<file path="config.mk">
export PLATFORM = sky130hd
export DESIGN_NAME = bfx_unit
export DESIGN_NICKNAME = d
export VERILOG_FILES = /design/src/rtl/bfx_pkg.sv /design/src/rtl/bfx_decode.sv /design/src/rtl/bfx_extract.sv /design/src/rtl/bfx_unit.sv
export SDC_FILE = /design/constraint.sdc
export NUM_CORES = 1
export LEC_CHECK = 0
export BUFFER_PORTS_ARGS = -buffer_cell sky130_fd_sc_hd__buf_2
export CAP_MARGIN = 20
export CELL_PAD_IN_SITES_DETAIL_PLACEMENT = 2
export CELL_PAD_IN_SITES_GLOBAL_PLACEMENT = 2
export CORE_ASPECT_RATIO = 1.4
export CORE_MARGIN = 1
export CORE_UTILIZATION = 32
export DETAILED_ROUTE_END_ITERATION = 6
export PLACE_DENSITY = 0.8
export SYNTH_ARGS = -nofsm -noshare
export SYNTH_HDL_FRONTEND = slang
export SYNTH_SLANG_ARGS = --single-unit
export TNS_END_PERCENT = 30
</file>
<file path="constraint.sdc">
create_clock -name clk_i -period 0.8 [get_ports clk_i]
set_input_delay 0.16 -clock clk_i [delete_from_list [all_inputs] [get_ports clk_i]]
set_output_delay 0.16 -clock clk_i [all_outputs]
set_load 0.005 [all_outputs]
</file>
<file path="src/rtl/bfx_pkg.sv">
package bfx_pkg;
  typedef enum logic [1:0] {
    OP_BASE = 2'd0,
    OP_WIDE = 2'd1,
    OP_HIGH = 2'd2,
    OP_RSVD = 2'd3
  } bfx_op_e;
endpackage

</file>
<file path="src/rtl/bfx_decode.sv">
module bfx_decode
  import bfx_pkg::*;
#(
  parameter int DATA_W  = 64,
  parameter int FIELD_W = 5,
  localparam int POS_W  = $clog2(DATA_W),
  localparam int LEN_W  = POS_W + 1
) (
  input  logic [1:0]         op_i,
  input  logic [FIELD_W-1:0] msb_i,
  input  logic [FIELD_W-1:0] lsb_i,
  output logic [POS_W-1:0]   pos_o,
  output logic [LEN_W-1:0]   len_o,
  output logic               bad_o
);
  localparam int BIAS  = DATA_W / 2;
  localparam int SUM_W = LEN_W + 1;

  logic rsvd;

  always_comb begin
    pos_o = POS_W'(lsb_i);
    len_o = LEN_W'(msb_i) + LEN_W'(1);
    rsvd  = 1'b0;
    unique case (bfx_op_e'(op_i))
      OP_WIDE: len_o = LEN_W'(msb_i) + LEN_W'(BIAS + 1);
      OP_HIGH: pos_o = POS_W'(lsb_i) + POS_W'(BIAS);
      OP_RSVD: rsvd  = 1'b1;
      default: ;
    endcase
    bad_o = rsvd || ((SUM_W'(pos_o) + SUM_W'(len_o)) > SUM_W'(DATA_W));
  end
endmodule

</file>
<file path="src/rtl/bfx_extract.sv">
module bfx_extract #(
  parameter int DATA_W = 64,
  localparam int POS_W = $clog2(DATA_W),
  localparam int LEN_W = POS_W + 1
) (
  input  logic [DATA_W-1:0] src_i,
  input  logic [POS_W-1:0]  pos_i,
  input  logic [LEN_W-1:0]  len_i,
  input  logic              bad_i,
  output logic [DATA_W-1:0] field_o
);
  logic [DATA_W-1:0] shifted;
  logic [DATA_W-1:0] mask;

  assign shifted = src_i >> pos_i;

  // per-bit compare: full width needs no out-of-range shift
  for (genvar b = 0; b < DATA_W; b++) begin : g_mask
    assign mask[b] = LEN_W'(b) < len_i;
  end

  assign field_o = bad_i ? '0 : (shifted & mask);
endmodule

</file>
<file path="src/rtl/bfx_unit.sv">
module bfx_unit #(
  parameter int DATA_W  = 64,
  parameter int FIELD_W = 5
) (
  input  logic               clk_i,
  input  logic               rst_ni,
  input  logic               valid_i,
  input  logic [1:0]         op_i,
  input  logic [DATA_W-1:0]  src_i,
  input  logic [FIELD_W-1:0] msb_i,
  input  logic [FIELD_W-1:0] lsb_i,
  output logic               valid_o,
  output logic [DATA_W-1:0]  data_o,
  output logic               illegal_o
);
  localparam int POS_W = $clog2(DATA_W);
  localparam int LEN_W = POS_W + 1;

  logic [POS_W-1:0]  pos;
  logic [LEN_W-1:0]  len;
  logic              bad;
  logic [DATA_W-1:0] field;

  bfx_decode #(.DATA_W(DATA_W), .FIELD_W(FIELD_W)) i_decode (
    .op_i (op_i),
    .msb_i(msb_i),
    .lsb_i(lsb_i),
    .pos_o(pos),
    .len_o(len),
    .bad_o(bad)
  );

  bfx_extract #(.DATA_W(DATA_W)) i_extract (
    .src_i  (src_i),
    .pos_i  (pos),
    .len_i  (len),
    .bad_i  (bad),
    .field_o(field)
  );

  always_ff @(posedge clk_i or negedge rst_ni) begin
    if (!rst_ni) begin
      valid_o   <= 1'b0;
      data_o    <= '0;
      illegal_o <= 1'b0;
    end else begin
      valid_o <= valid_i;
      if (valid_i) begin
        data_o    <= field;
        illegal_o <= bad;
      end
    end
  end
endmodule

</file>
## After elaboration in Yosys (flattened, before gate mapping)

Index checks and enable logic that the tools add are counted.

- Memories kept: 0
- Bits in writable memories: 0
- Memory bits (read-only): 0
- Bits in latches: 0
- Input bits: 79
- Register bits after elaboration: 66
- Output and inout bits: 66

- Bitwise operators: 1
- Shift operators: 1
- Multipliers: 0
- Order comparisons: 65
- Add/sub/neg operators: 4
- Mux-type cells: 4
- Divide/modulo/power cells: 0
- Reductions and logical operators: 1
- Eq/ne operators: 3

Operators by type and width:

| operator | number |
|---|---|
| $lt 6x7->1 const A | 32 |
| $lt 5x7->1 const A | 16 |
| $and 64x64->64 | 1 |
| $mux 64 | 1 |
| $shr 64x6->64 | 1 |
| $lt 4x7->1 const A | 8 |
| $lt 3x7->1 const A | 4 |
| $lt 1x7->1 const A | 2 |
| $lt 2x7->1 const A | 2 |
| $add 6x7->8 | 1 |
| $gt 8x7->1 const B | 1 |
| $add 5x6->7 const B | 1 |
| $mux 7 | 1 |
| $add 5x1->6 const B | 1 |
| $add 5x6->6 const B | 1 |
| $mux 6 | 1 |
| $eq 2x2->1 const B | 2 |
| $eq 2x1->1 const B | 1 |
| $logic_or 1x1->1 | 1 |
| $mux 1 | 1 |

## Longest topological paths before layout

Gate-level depths: netlist of run 1.

- Depth after elaboration: 6
- Mapped depth: 13

## Cells and area by module

A second synthesis of run 1 with hierarchy kept.

- Cells, all modules: 756
- Area, all modules: 7836.3 sq um

Modules (own cells, without submodules):

| module | instances | sequential area each (sq um) | area an instance (sq um) | cells each |
|---|---|---|---|---|
| bfx_extract | 1 | 0.0 | 4807.1 | 570 |
| bfx_unit | 1 | 1651.6 | 2643.8 | 138 |
| bfx_decode | 1 | 0.0 | 385.4 | 48 |

## Worst setup path after synthesis of run 1

No wires, ideal clock.

- Path kind: in2reg
- Start point: input msb_i[0]
- End point: register data_o[14]
- Cell stages on the path: 13
- Arrival: 3175 ps
- Path slack: -2485 ps
- Required time: 690 ps
- Path buffers: 3
- Setup time: 110 ps
- Path through: ha_1 > buf_1 > xnor2_1 > inv_1 > buf_2 > ha_1 > a211o_1 > and3_1 > o22ai_1 > xor2_1 > o211ai_1 > clkbuf_1 > o41ai_1

- Cells in the longest elaborated chain, start to end: 6

Ends and longest elaborated chain:

| element | RTL line | source |
|---|---|---|
| start: declaration | bfx_unit.sv:10 | `input logic [FIELD_W-1:0] msb_i,` |
| $add 5x6->7 or $add 5x1->6 (tied branches) | bfx_decode.sv:26, bfx_decode.sv:23 |  |
| $mux 7 (*) | bfx_decode.sv:25 | `unique case (bfx_op_e'(op_i))` |
| $add 6x7->8 | bfx_decode.sv:31 | `bad_o = rsvd \|\| ((SUM_W'(pos_o) + SUM_W'(len_o)) > SUM_W'(DATA_W));` |
| $gt 8x7->1 | bfx_decode.sv:31 |  |
| $logic_or 1x1->1 | bfx_decode.sv:31 |  |
| $mux 64 (*) | bfx_extract.sv:22 | `assign field_o = bad_i ? '0 : (shifted & mask);` |
| end signal: assignment | bfx_unit.sv:49 | `data_o <= field;` |
| end: declaration | bfx_unit.sv:13 | `output logic [DATA_W-1:0] data_o,` |

Every way passes the cells marked *; elsewhere a longest branch is shown, timed or not.
A chain may end at the register's enable or synchronous reset.

## Worst setup path in the final report of run 1

- Start point: input lsb_i[0]
- End point: register data_o[3]

- Cells in the longest elaborated chain, start to end: 6

Ends and longest elaborated chain:

| element | RTL line | source |
|---|---|---|
| start: declaration | bfx_unit.sv:11 | `input logic [FIELD_W-1:0] lsb_i,` |
| $add 5x6->6 | bfx_decode.sv:27 | `OP_HIGH: pos_o = POS_W'(lsb_i) + POS_W'(BIAS);` |
| $mux 6 (*) | bfx_decode.sv:25 |  |
| $add 6x7->8 | bfx_decode.sv:31 |  |
| $gt 8x7->1 | bfx_decode.sv:31 |  |
| $logic_or 1x1->1 | bfx_decode.sv:31 |  |
| $mux 64 (*) | bfx_extract.sv:22 |  |

Marks and branches as above.

==> reports/qor.yml, run 1 <==
status: "finished with violations"
violations: "negative setup slack"
initial_utilization: 0.326
core_area_mm2: 0.0240
numCtsBuffers: 9
cap_violations: 0
period_minus_slack_ns: 2.80
cp-start-kind: "primary input"
fin_worst_skew_ns: 0
synth_nets: 943
synthArstFlopShare: 1.00
worstPathRequired_ns: 1.00
tightest_slew_ns: 0.933
fin_crit_sh: 3.49
peakVddDrop_mv: 0.948
max_slew_margin: 0.377
crit_path_end_kind: "register"
placed_cells: 1551
cts_tree: "built"
cts_max_path_buffers: 2
hp-start: "valid_i"
first_iter_violations: 1286
gp_congestion: 0.981
synth.cell_area_mm2: 0.00781
rsz0062_at_grt: "yes"
ys_warn_count: 0
finalHoldViolations: 0
finalPower_w: 0.0187
fmax_ghz: 0.358
ant_nets: 0
routedWlPerCell_um: 39.7
synth_cell_type_count: 76
grt_pass1_vias: 11799
crit_slowest_cell: "mux4_2"
ctsRootBufferMaster: "clkbuf_16"
synth_largest_area_cell: "dfrtp_1"
p_per_area_mw_per_mm2: 1520
io_pins: 145
drv_slew: 0
vias: 11119
routed_via_density: 7.03
path_max_fanout: 15
io_buffers: 144
routedLengthMet1_um: 20500
hold_path_class: "in -> reg"
instances_no_fill: 1581
path_delay_family: "compound AO/OA/AOI/OAI gates"
arrival_ns: 3.00
cp_cell_sequence: "buf_4, buf_12, buf_4, mux4_2, mux2i_2, o22ai_1, or2_4, a2111oi_4, o32ai_4"
cts_sinks: 66
nFillCells: 2538
synth-edff-count: 0
path_class: "in -> reg"
critPathLaunch: "lsb_i[0]"
netlist_top_cells_area: "dfrtp_1 (21%), mux4_2 (12%), mux2i_1 (7.3%)"
drc: 0
met3WireLength_um: 5720
clk_pin_slew_ns: 0.06
clk_latency_ns: 0.37
utilization: 0.513
area_growth_pct: 57.5
dpl_worst_slack_ns: -2.25
first_pass_iters: 6
hpwl_um: 38600
synth_top_area_share: 0.211
crit_path_frequent_cell: "buf_4"
top_layer_used: "met5"
setup_viol: 131
hold_ws_ns: 0.321
grt_overflow: 0
die_y_um: 187
cts_max_level: 3
max_stage_delay_ns: 0.56
reg2reg_setup_slack_ns: -0.22
rows: 67
die_area_mm2: 0.0250
p_leak_nw: 5.56
synth_seq_cells: 66
syn_inst: 856
met2_length_um: 29600
final_nets: 1350
setup_slack_ns: -2.00
avgSynthCellArea_um2: 9.13
fp.dieW_um: 134
finalWirelength_um: 62700
synth_flop_cell: "dfrtp_1"
r2r_start: "data_o[25]"
drive_above_1_share: 0.535
grt_first_pass_wirelength_um: 80000
ys_seq_area_frac: 0.211
cp_num_buf_inv: 3
antenna_found_initial: 6
grt_usage: 0.439
grt_max_degree: 67
==> cells in the final DEF (no fill, tap or decap), drive strengths merged, types with 9 or more instances in the layout <==
cell type  count
buf          470
nand2         75
dfrtp         66
nor2          64
mux2i         57
mux4          52
inv           51
mux2          48
o32ai         40
o21ai         37
a21oi         29
nand3         22
o2bb2ai       16
o22ai         15
a22oi         15
and2          13
clkbuf        11
nand2b        10
o22a           9
a221o          9
and3           9
==> Yosys cell counts (6+ instances only) <==
cell type / number
nand2_1: 75
dfrtp_1: 66
nor2_1: 64
mux2i_1: 57
inv_1: 50
mux2_2: 48
clkbuf_1: 43
mux4_2: 40
o32ai_1: 40
o21ai_0: 32
a21oi_1: 29
nand3_1: 22
o2bb2ai_1: 16
o22ai_1: 15
a22oi_1: 14
and2_1: 12
buf_2: 12
mux4_1: 12
nand2b_1: 10
a221o_1: 9
and3_1: 9
buf_4: 9
o22a_1: 9
nor2b_1: 8
o41ai_1: 8
a211oi_1: 7
ha_1: 7
o211ai_1: 7
o221ai_1: 7
nand4_1: 6
nor3_1: 6
o31ai_1: 6
==> final cells by class <==
type                    count  area, um2  area share
multi-input cells         664       6390       0.520
well taps                 310        388      0.0315
clock inverters             5       55.1     0.00448
inverters                  51        191      0.0156
repair buffers            471       3380       0.275
diodes                      3       7.51    0.000610
flip-flops and latches     66       1650       0.134
clock buffers              11        233      0.0189
==> kinds of logic (layout without fill, tap and decap cells) <==
group / count (synthesis) / count (layout) / share of synthesized area
compound gates: 261 / 261 / 0.256
simple gates: 231 / 231 / 0.138
mux: 157 / 157 / 0.298
buf+inv: 126 / 538 / 0.0751
flops: 66 / 66 / 0.211
fa+ha+maj: 8 / 8 / 0.0138
xor+xnor: 7 / 7 / 0.00785
other cells: 0 / 3 / 0
==> through the flow <==
step                cell area [um2]  TNS [ns]
floorplan                      8060   -118.81
global placement              11200   -123.86
detailed placement            11200   -136.35
CTS                           11900   -117.48
global route                  12300   -134.13
finish                        12300   -133.67
==> worst register-to-register path, stage by stage, from the launching register on <==
cell,delay [ns]
dfrtp_1,0.58
inv_1,0.15
o32ai_1,0.18
==> sequential cells by signal, summed over array words and instances (netlist names) <==
register,cells
data_o,64
valid_o,1
illegal_o,1
==> final timing paths <==
path                                    to  cells after the start
min in group asynchronous        illegal_o                      3
worst min-delay path            data_o[30]                      3
max in group asynchronous       data_o[22]                      3
worst max register to register  data_o[25]                      2
worst min register to register   illegal_o                      1
worst max-delay path             data_o[3]                      9
==> report_power, final <==
| group | total [W] | switching [W] | leakage (nW) | internal [W] |
|---|---|---|---|---|
| clock | 0.00427 | 0.00186 | 0.136 | 0.00241 |
| sequential | 0.00394 | 0.000295 | 0.888 | 0.00365 |
| combinational | 0.0105 | 0.00623 | 4.53 | 0.00428 |
==> metal layers <==
metal / track usage / up-vias
met5: 0 / -
met4: 0.353 / 4
met3: 0.0973 / 483
met2: 0.761 / 973
met1: 0.451 / 5493
li1: - / 4166
==> timing repair <==
action	in CTS	in global routing
buffers inserted	4	5
pin swaps	18	23
hold endpoints to repair	66	0
gates cloned	1	0
hold buffers	1	0
setup endpoints to repair	131	131
resized for setup	64	43
No activity file was read; power rests on OpenSTA's default activity.
==> inputs of run 2 (changes only) <==
--- a/config.mk
+++ b/config.mk
@@ -12,6 +12,7 @@
 export CORE_ASPECT_RATIO = 1.4
 export CORE_MARGIN = 1
 export CORE_UTILIZATION = 32
+export CTS_BUF_LIST = sky130_fd_sc_hd__clkbuf_16
 export DETAILED_ROUTE_END_ITERATION = 6
 export PLACE_DENSITY = 0.8
 export SYNTH_ARGS = -nofsm -noshare
==> run 2 against run 1 <==
The flow still finishes with violations (negative setup slack); global-route usage unchanged; die area unchanged; utilization unchanged; combinational power about the same; final cell count unchanged; first-iteration DRC count down 9.0%; critical path depth unchanged; sequential share of layout area unchanged; flip-flop and latch count unchanged; clock skew unchanged; maximum frequency down 2.7%; register-to-register slack better by 0.02 ns; largest power group unchanged.
==> reports/qor.yml, run 2 (synthesis results as in run 1) <==
hp-start: "valid_i"
grt_pass1_vias: 11799  # unchanged
largest_reg_flops: 64  # unchanged
p_leak_nw: 5.56  # +0.15%
crit_path_frequent_cell: "buf_4"
path_max_fanout: 15  # unchanged
clk_latency_ns: 0.37  # about the same
routed_via_density: 7.02  # -0.18%
tightest_slew_ns: 0.985  # +0.0516 ns
drc: 0  # unchanged
arrival_ns: 3.08  # +0.08 ns
max_slew_margin: 0.343  # -0.0344
finalPower_w: 0.0187  # -0.21%
p_per_area_mw_per_mm2: 1520  # -0.21%
rsz0062_at_grt: "yes"
fin_setup_tns_ns: -133.62  # +0.0530 ns
cp_cell_sequence: "buf_4, buf_12, buf_4, mux4_2, mux2i_2, o22ai_1, or2_4, a2111oi_4, o32ai_4"
grt_max_degree: 67  # unchanged
hold_path_class: "in -> reg"
ant_nets: 0  # unchanged
reg2reg_setup_slack_ns: -0.20  # +0.02 ns
die_area_mm2: 0.0250  # unchanged
period_minus_slack_ns: 2.87  # +0.0774 ns
path_class: "in -> reg"
status: "finished with violations"
final_area_mm2: 0.0123  # unchanged
r2r_start: "data_o[25]"
finalHoldViolations: 0  # unchanged
die_y_um: 187  # unchanged
initial_utilization: 0.326  # unchanged
antenna_found_initial: 6  # unchanged
grt_overflow: 0  # unchanged
cts_max_level: 3  # unchanged
hold_end: "data_o[22]"
ctsRootBufferMaster: "clkbuf_16"
cap_violations: 0  # unchanged
fin_worst_skew_ns: 0  # unchanged
setup_slack_ns: -2.07  # -0.0774 ns
clk_pin_slew_ns: 0.07  # about the same
top_regs: "data_o (64), illegal_o (1), valid_o (1)"
setup_viol: 131  # unchanged
final_nets: 1350  # unchanged
numCtsBuffers: 9  # unchanged
worstPathRequired_ns: 1.01  # about the same
vias: 11099  # -0.18%
worstRegToRegCells: 2  # unchanged
violations: "negative setup slack"
first_iter_violations: 1170  # -9.0%
nFillCells: 2538  # unchanged
dpl-instance-area_mm2: 0.0112  # unchanged
io_pins: 145  # unchanged
r2r_end: "data_o[25]"
fp.dieW_um: 134  # unchanged
cts_max_path_buffers: 2  # unchanged
mostFrequentLayoutCells: "buf_4 (310), buf_2 (140), nand2_1 (74), dfrtp_1 (66), nor2_1 (63)"
cts_tree: "built"
core_area_mm2: 0.0240  # unchanged
rows: 67  # unchanged
fmax_ghz: 0.348  # -2.7%
finalWirelength_um: 62500  # -0.29%
peakVddDrop_mv: 0.957  # +1.0%
crit_path_end_kind: "register"
grt_usage: 0.439  # unchanged
area_growth_pct: 57.5  # unchanged
cp-start-kind: "primary input"
routedWlPerCell_um: 39.6  # -0.29%
drive_above_1_share: 0.535  # unchanged
first_pass_iters: 5  # -1
max_stage_delay_ns: 0.56  # about the same
final_common_cell: "buf_4"
crit_slowest_cell: "mux4_2"
hpwl_um: 38600  # unchanged
io_buffers: 144  # unchanged
whs_path_depth: 3  # unchanged
cts_sinks: 66  # unchanged
utilization: 0.513  # unchanged
drv_slew: 0  # unchanged
gp_congestion: 0.981  # unchanged
fin_crit_sh: 3.59  # +0.0968
largest_register: "data_o"
grt_first_pass_wirelength_um: 80000  # unchanged
dpl_worst_slack_ns: -2.25  # unchanged
-- run 2: cell count changes in the layout (fill, tap and decap cells not counted) --
cell      before  now
clkbuf_1       2    0
inv_1         49   51
-- run 2: metal layers --
layer  routed length (um)  part of all wire  track usage
met5                   31           0.00050            0
met3                 5890             0.094       0.0973
met2                29400              0.47        0.761
met4                 7040              0.11        0.353
met1                20200              0.32        0.451
-- run 2: stage by stage --
stage,std cells,hold WS (ns)
floorplan,856,-0.136
global placement,1551,0.204
detailed placement,1551,0.208
CTS,1573,0.312
global route,1581,0.321
finish,1581,0.319
-- run 2: what timing repair did --
item / 4_1_cts / 5_1_grt
cloned: 1 / 0
endpoints found under the hold margin: 66 / 0
pin swaps: 18 / 23
gates resized for setup: 64 / 43
setup buffers: 4 / 5
endpoints found under the setup margin: 131 / 131
hold buffers: 1 / 0
-- run 2: area by class of cell --
cell class              count  area, um2  share of cell area
diodes                      3       7.51            0.000610
clock buffers               9        225              0.0183
clock inverters             7       62.6             0.00509
inverters                  51        191              0.0156
multi-input cells         664       6390               0.520
flip-flops and latches     66       1650               0.134
repair buffers            471       3380               0.275
well taps                 310        388              0.0315
-- run 2: critical path, delay by kind of cell --
| kind | cells | cell delay, ns |
|---|---|---|
| buffers and inverters | 3 | 0.54 |
| multiplexers | 2 | 1.02 |
| AND/OR/NAND/NOR | 1 | 0.33 |
| AO/OA/AOI/OAI | 3 | 1.00 |
-- run 2: worst max-delay path by stage --
stage / slack (ns) / cells after the start / startpoint / to
after detailed placement: -2.25 / 11 / msb_i[0] / data_o[19]
after CTS: -1.68 / 14 / msb_i[0] / data_o[1]
after global routing: -2.13 / 12 / msb_i[0] / data_o[28]
after floorplan: -1.92 / 13 / msb_i[0] / data_o[6]
final: -2.07 / 9 / lsb_i[0] / data_o[3]
after global placement: -1.99 / 13 / msb_i[0] / data_o[19]
-- run 2: where the power goes --
group / switching (W) / internal (W)
Clock: 0.00187 / 0.00238
Combinational: 0.00621 / 0.00428
Sequential: 0.000297 / 0.00365
==> inputs of run 3 (changes only) <==
==> constraint.sdc (replaced) <==
create_clock -name clk_i -period 0.8 [get_ports clk_i]
set_input_delay 0.16 -clock clk_i [delete_from_list [all_inputs] [get_ports clk_i]]
set_output_delay 0.16 -clock clk_i [all_outputs]
set_load 0.05 [all_outputs]
==> run 3 against run 2 <==
The flow finishes with violations (design-rule violations, negative setup slack); sequential share of layout area fell by 0.62 points; clock skew did not move; global-route usage rose by 3.9 points; flip-flop and latch count did not move; total power rose by 10%; critical path type unchanged; critical endpoint is now data_o[1].
==> reports/qor.yml, run 3 (synthesis results as in run 1) <==
max_slew_margin: 0.287  # -0.0560
mostFrequentLayoutCells: "buf_4 (307), nand2_1 (74), buf_6 (74), buf_2 (73), nor2_1 (63)"
fmax_ghz: 0.340  # -2.4%
drive_above_1_share: 0.549  # +0.0144
first_iter_violations: 1198  # +2.4%
finalHoldViolations: 0  # unchanged
crit_path_end_kind: "register"
ctsRootBufferMaster: "clkbuf_16"
fin_worst_skew_ns: 0  # unchanged
p_sw_frac: 0.472  # +0.0241
numCtsBuffers: 9  # unchanged
worstRegToRegCells: 2  # unchanged
placed_cells: 1548  # -0.19%
rows: 67  # unchanged
largest_reg_flops: 64  # unchanged
cp-start-kind: "primary input"
rsz0062_at_grt: "yes"
peakVddDrop_mv: 1.61  # +68%
max_stage_delay_ns: 0.71  # +0.15 ns
violations: "design-rule violations, negative setup slack"
final_common_cell: "buf_4"
comb_power_share: 0.594  # +0.033
antenna_found_initial: 7  # +1
intPower_w: 0.0109  # +5.5%
grt_pass1_vias: 12121  # +2.7%
status: "finished with violations"
area_growth_pct: 65.6
utilization: 0.540  # +0.0267
cts_max_path_buffers: 2  # unchanged
period_minus_slack_ns: 2.94  # +0.0709 ns
first_pass_iters: 7  # +2
drc: 4  # +4
gp_congestion: 1.04  # +6.0%
io_buffers: 144  # unchanged
whs_path_depth: 3  # unchanged
top_regs: "data_o (64), illegal_o (1), valid_o (1)"
fp.dieW_um: 134  # unchanged
dpl_worst_slack_ns: -2.26  # -0.0147 ns
cts_max_level: 3  # unchanged
initial_utilization: 0.326  # unchanged
worstPathRequired_ns: 1.02  # about the same
fin_crit_sh: 3.68  # +0.0886
grt_first_pass_wirelength_um: 86300  # +7.8%
clk_latency_ns: 0.37  # about the same
p_per_area_mw_per_mm2: 1590  # +4.8%
p_leak_nw: 5.70  # +2.5%
p_seq_frac: 0.195  # -0.016
largest_register: "data_o"
crit_path_frequent_cell: "buf_4"
io_pins: 145  # unchanged
clk_pin_slew_ns: 0.07  # about the same
hold_path_class: "in -> reg"
setup_viol: 131  # unchanged
tightest_slew_ns: 1.07  # +0.0839 ns
crit_cells: 10  # +1
core_area_mm2: 0.0240  # unchanged
grt_overflow: 0  # unchanged
final_nets: 1355  # +0.37%
cts_sinks: 66  # unchanged
cap_violations: 0  # unchanged
path_max_fanout: 29  # +14
path_class: "in -> reg"
path_delay_family: "compound AO/OA/AOI/OAI gates"
finalPower_w: 0.0206  # +10%
switchingPower_w: 0.00973  # +16%
die_y_um: 187  # unchanged
grt_max_degree: 67  # unchanged
grt_usage: 0.478  # +0.0387
cp_num_buf_inv: 4  # +1
finalWirelength_um: 64200  # +2.7%
ant_nets: 0  # unchanged
instances_no_fill: 1588  # +0.44%
die_area_mm2: 0.0250  # unchanged
clock_power_share: 0.212  # -0.016
cts_tree: "built"
drv_slew: 0  # unchanged
vias: 11265  # +1.5%
hpwl_um: 38200  # -1.2%
routedWlPerCell_um: 40.4  # +2.2%
setup_slack_ns: -2.14  # -0.0709 ns
hold_ws_ns: 0.320  # +0.00100 ns
routed_via_density: 7.09  # +1.0%
arrival_ns: 3.16  # +0.08 ns
cp_cell_sequence: "buf_4, buf_12, buf_4, mux4_2, mux2_2, nor2_1, a21oi_2, o31ai_2, buf_4, o32ai_4"
crit_slowest_cell: "o31ai_2"
==> run 3: changes by cell type in the layout (fill, tap and decap cells not counted), sizes merged <==
cell	change
buf	+1
clkinvlp	-1
diode	+2
clkbuf	+4
clkinv	+1
==> run 3: tightest hold or removal path: stages <==
cell and delay (ns):
buf_2 0.16, buf_4 0.22, o32ai_2 0.10
==> run 3: routing by layer <==
| layer | global-route usage | wire (um) | vias to the layer above |
|---|---|---|---|
| li1 | - | - | 4184 |
| met1 | 0.493 | 20900 | 5597 |
| met2 | 0.815 | 30300 | 987 |
| met3 | 0.117 | 5900 | 495 |
| met4 | 0.389 | 7060 | 2 |
| met5 | 0 | 13 | - |
==> run 3: layout make-up <==
| cell class | instances | area, um2 |
|---|---|---|
| fill | 2435 | 11000 |
| clock buffer | 9 | 225 |
| clock inverter | 7 | 67.6 |
| inverter | 51 | 191 |
| antenna | 5 | 12.5 |
| timing repair buffer | 476 | 3910 |
| tap | 310 | 388 |
| sequential | 66 | 1660 |
| multi-input combinational | 664 | 6490 |
==> run 3: metrics by stage <==
step | cell area, um2 | setup TNS (ns)
after global routing | 12900 | -134.51
after floorplan | 8060 | -118.81
after CTS | 12600 | -126.71
final | 12900 | -132.07
after global placement | 11200 | -126.32
after detailed placement | 11200 | -138.33
==> run 3: repair_timing <==
action	CTS	global route
hold buffers	1	0
setup endpoints to repair	131	131
gates resized for setup	219	55
cloned	3	0
hold endpoints to repair	66	0
pin swaps	44	25
setup buffers	9	10
==> run 3: power groups by stage <==
stage	Sequential (W)	Combinational, W	Clock (W)
finish	0.00401	0.0122	0.00436
global route	0.00402	0.0123	0.00443
CTS	0.00396	0.0106	0.00408
detailed placement	0.00392	0.00939	0
global placement	0.00391	0.00887	0
floorplan	0.00496	0.00378	0
==> run 3: path summary, 6_finish.rpt <==
kind                             from          to  slack [ns]
max                          lsb_i[0]   data_o[1]       -2.14
min                           valid_i  data_o[25]        0.32
max reg2reg                data_o[30]  data_o[30]       -0.11
min reg2reg                data_o[29]  data_o[29]        0.53
max in group asynchronous      rst_ni  data_o[18]        0.10
min in group asynchronous      rst_ni  data_o[57]        0.36
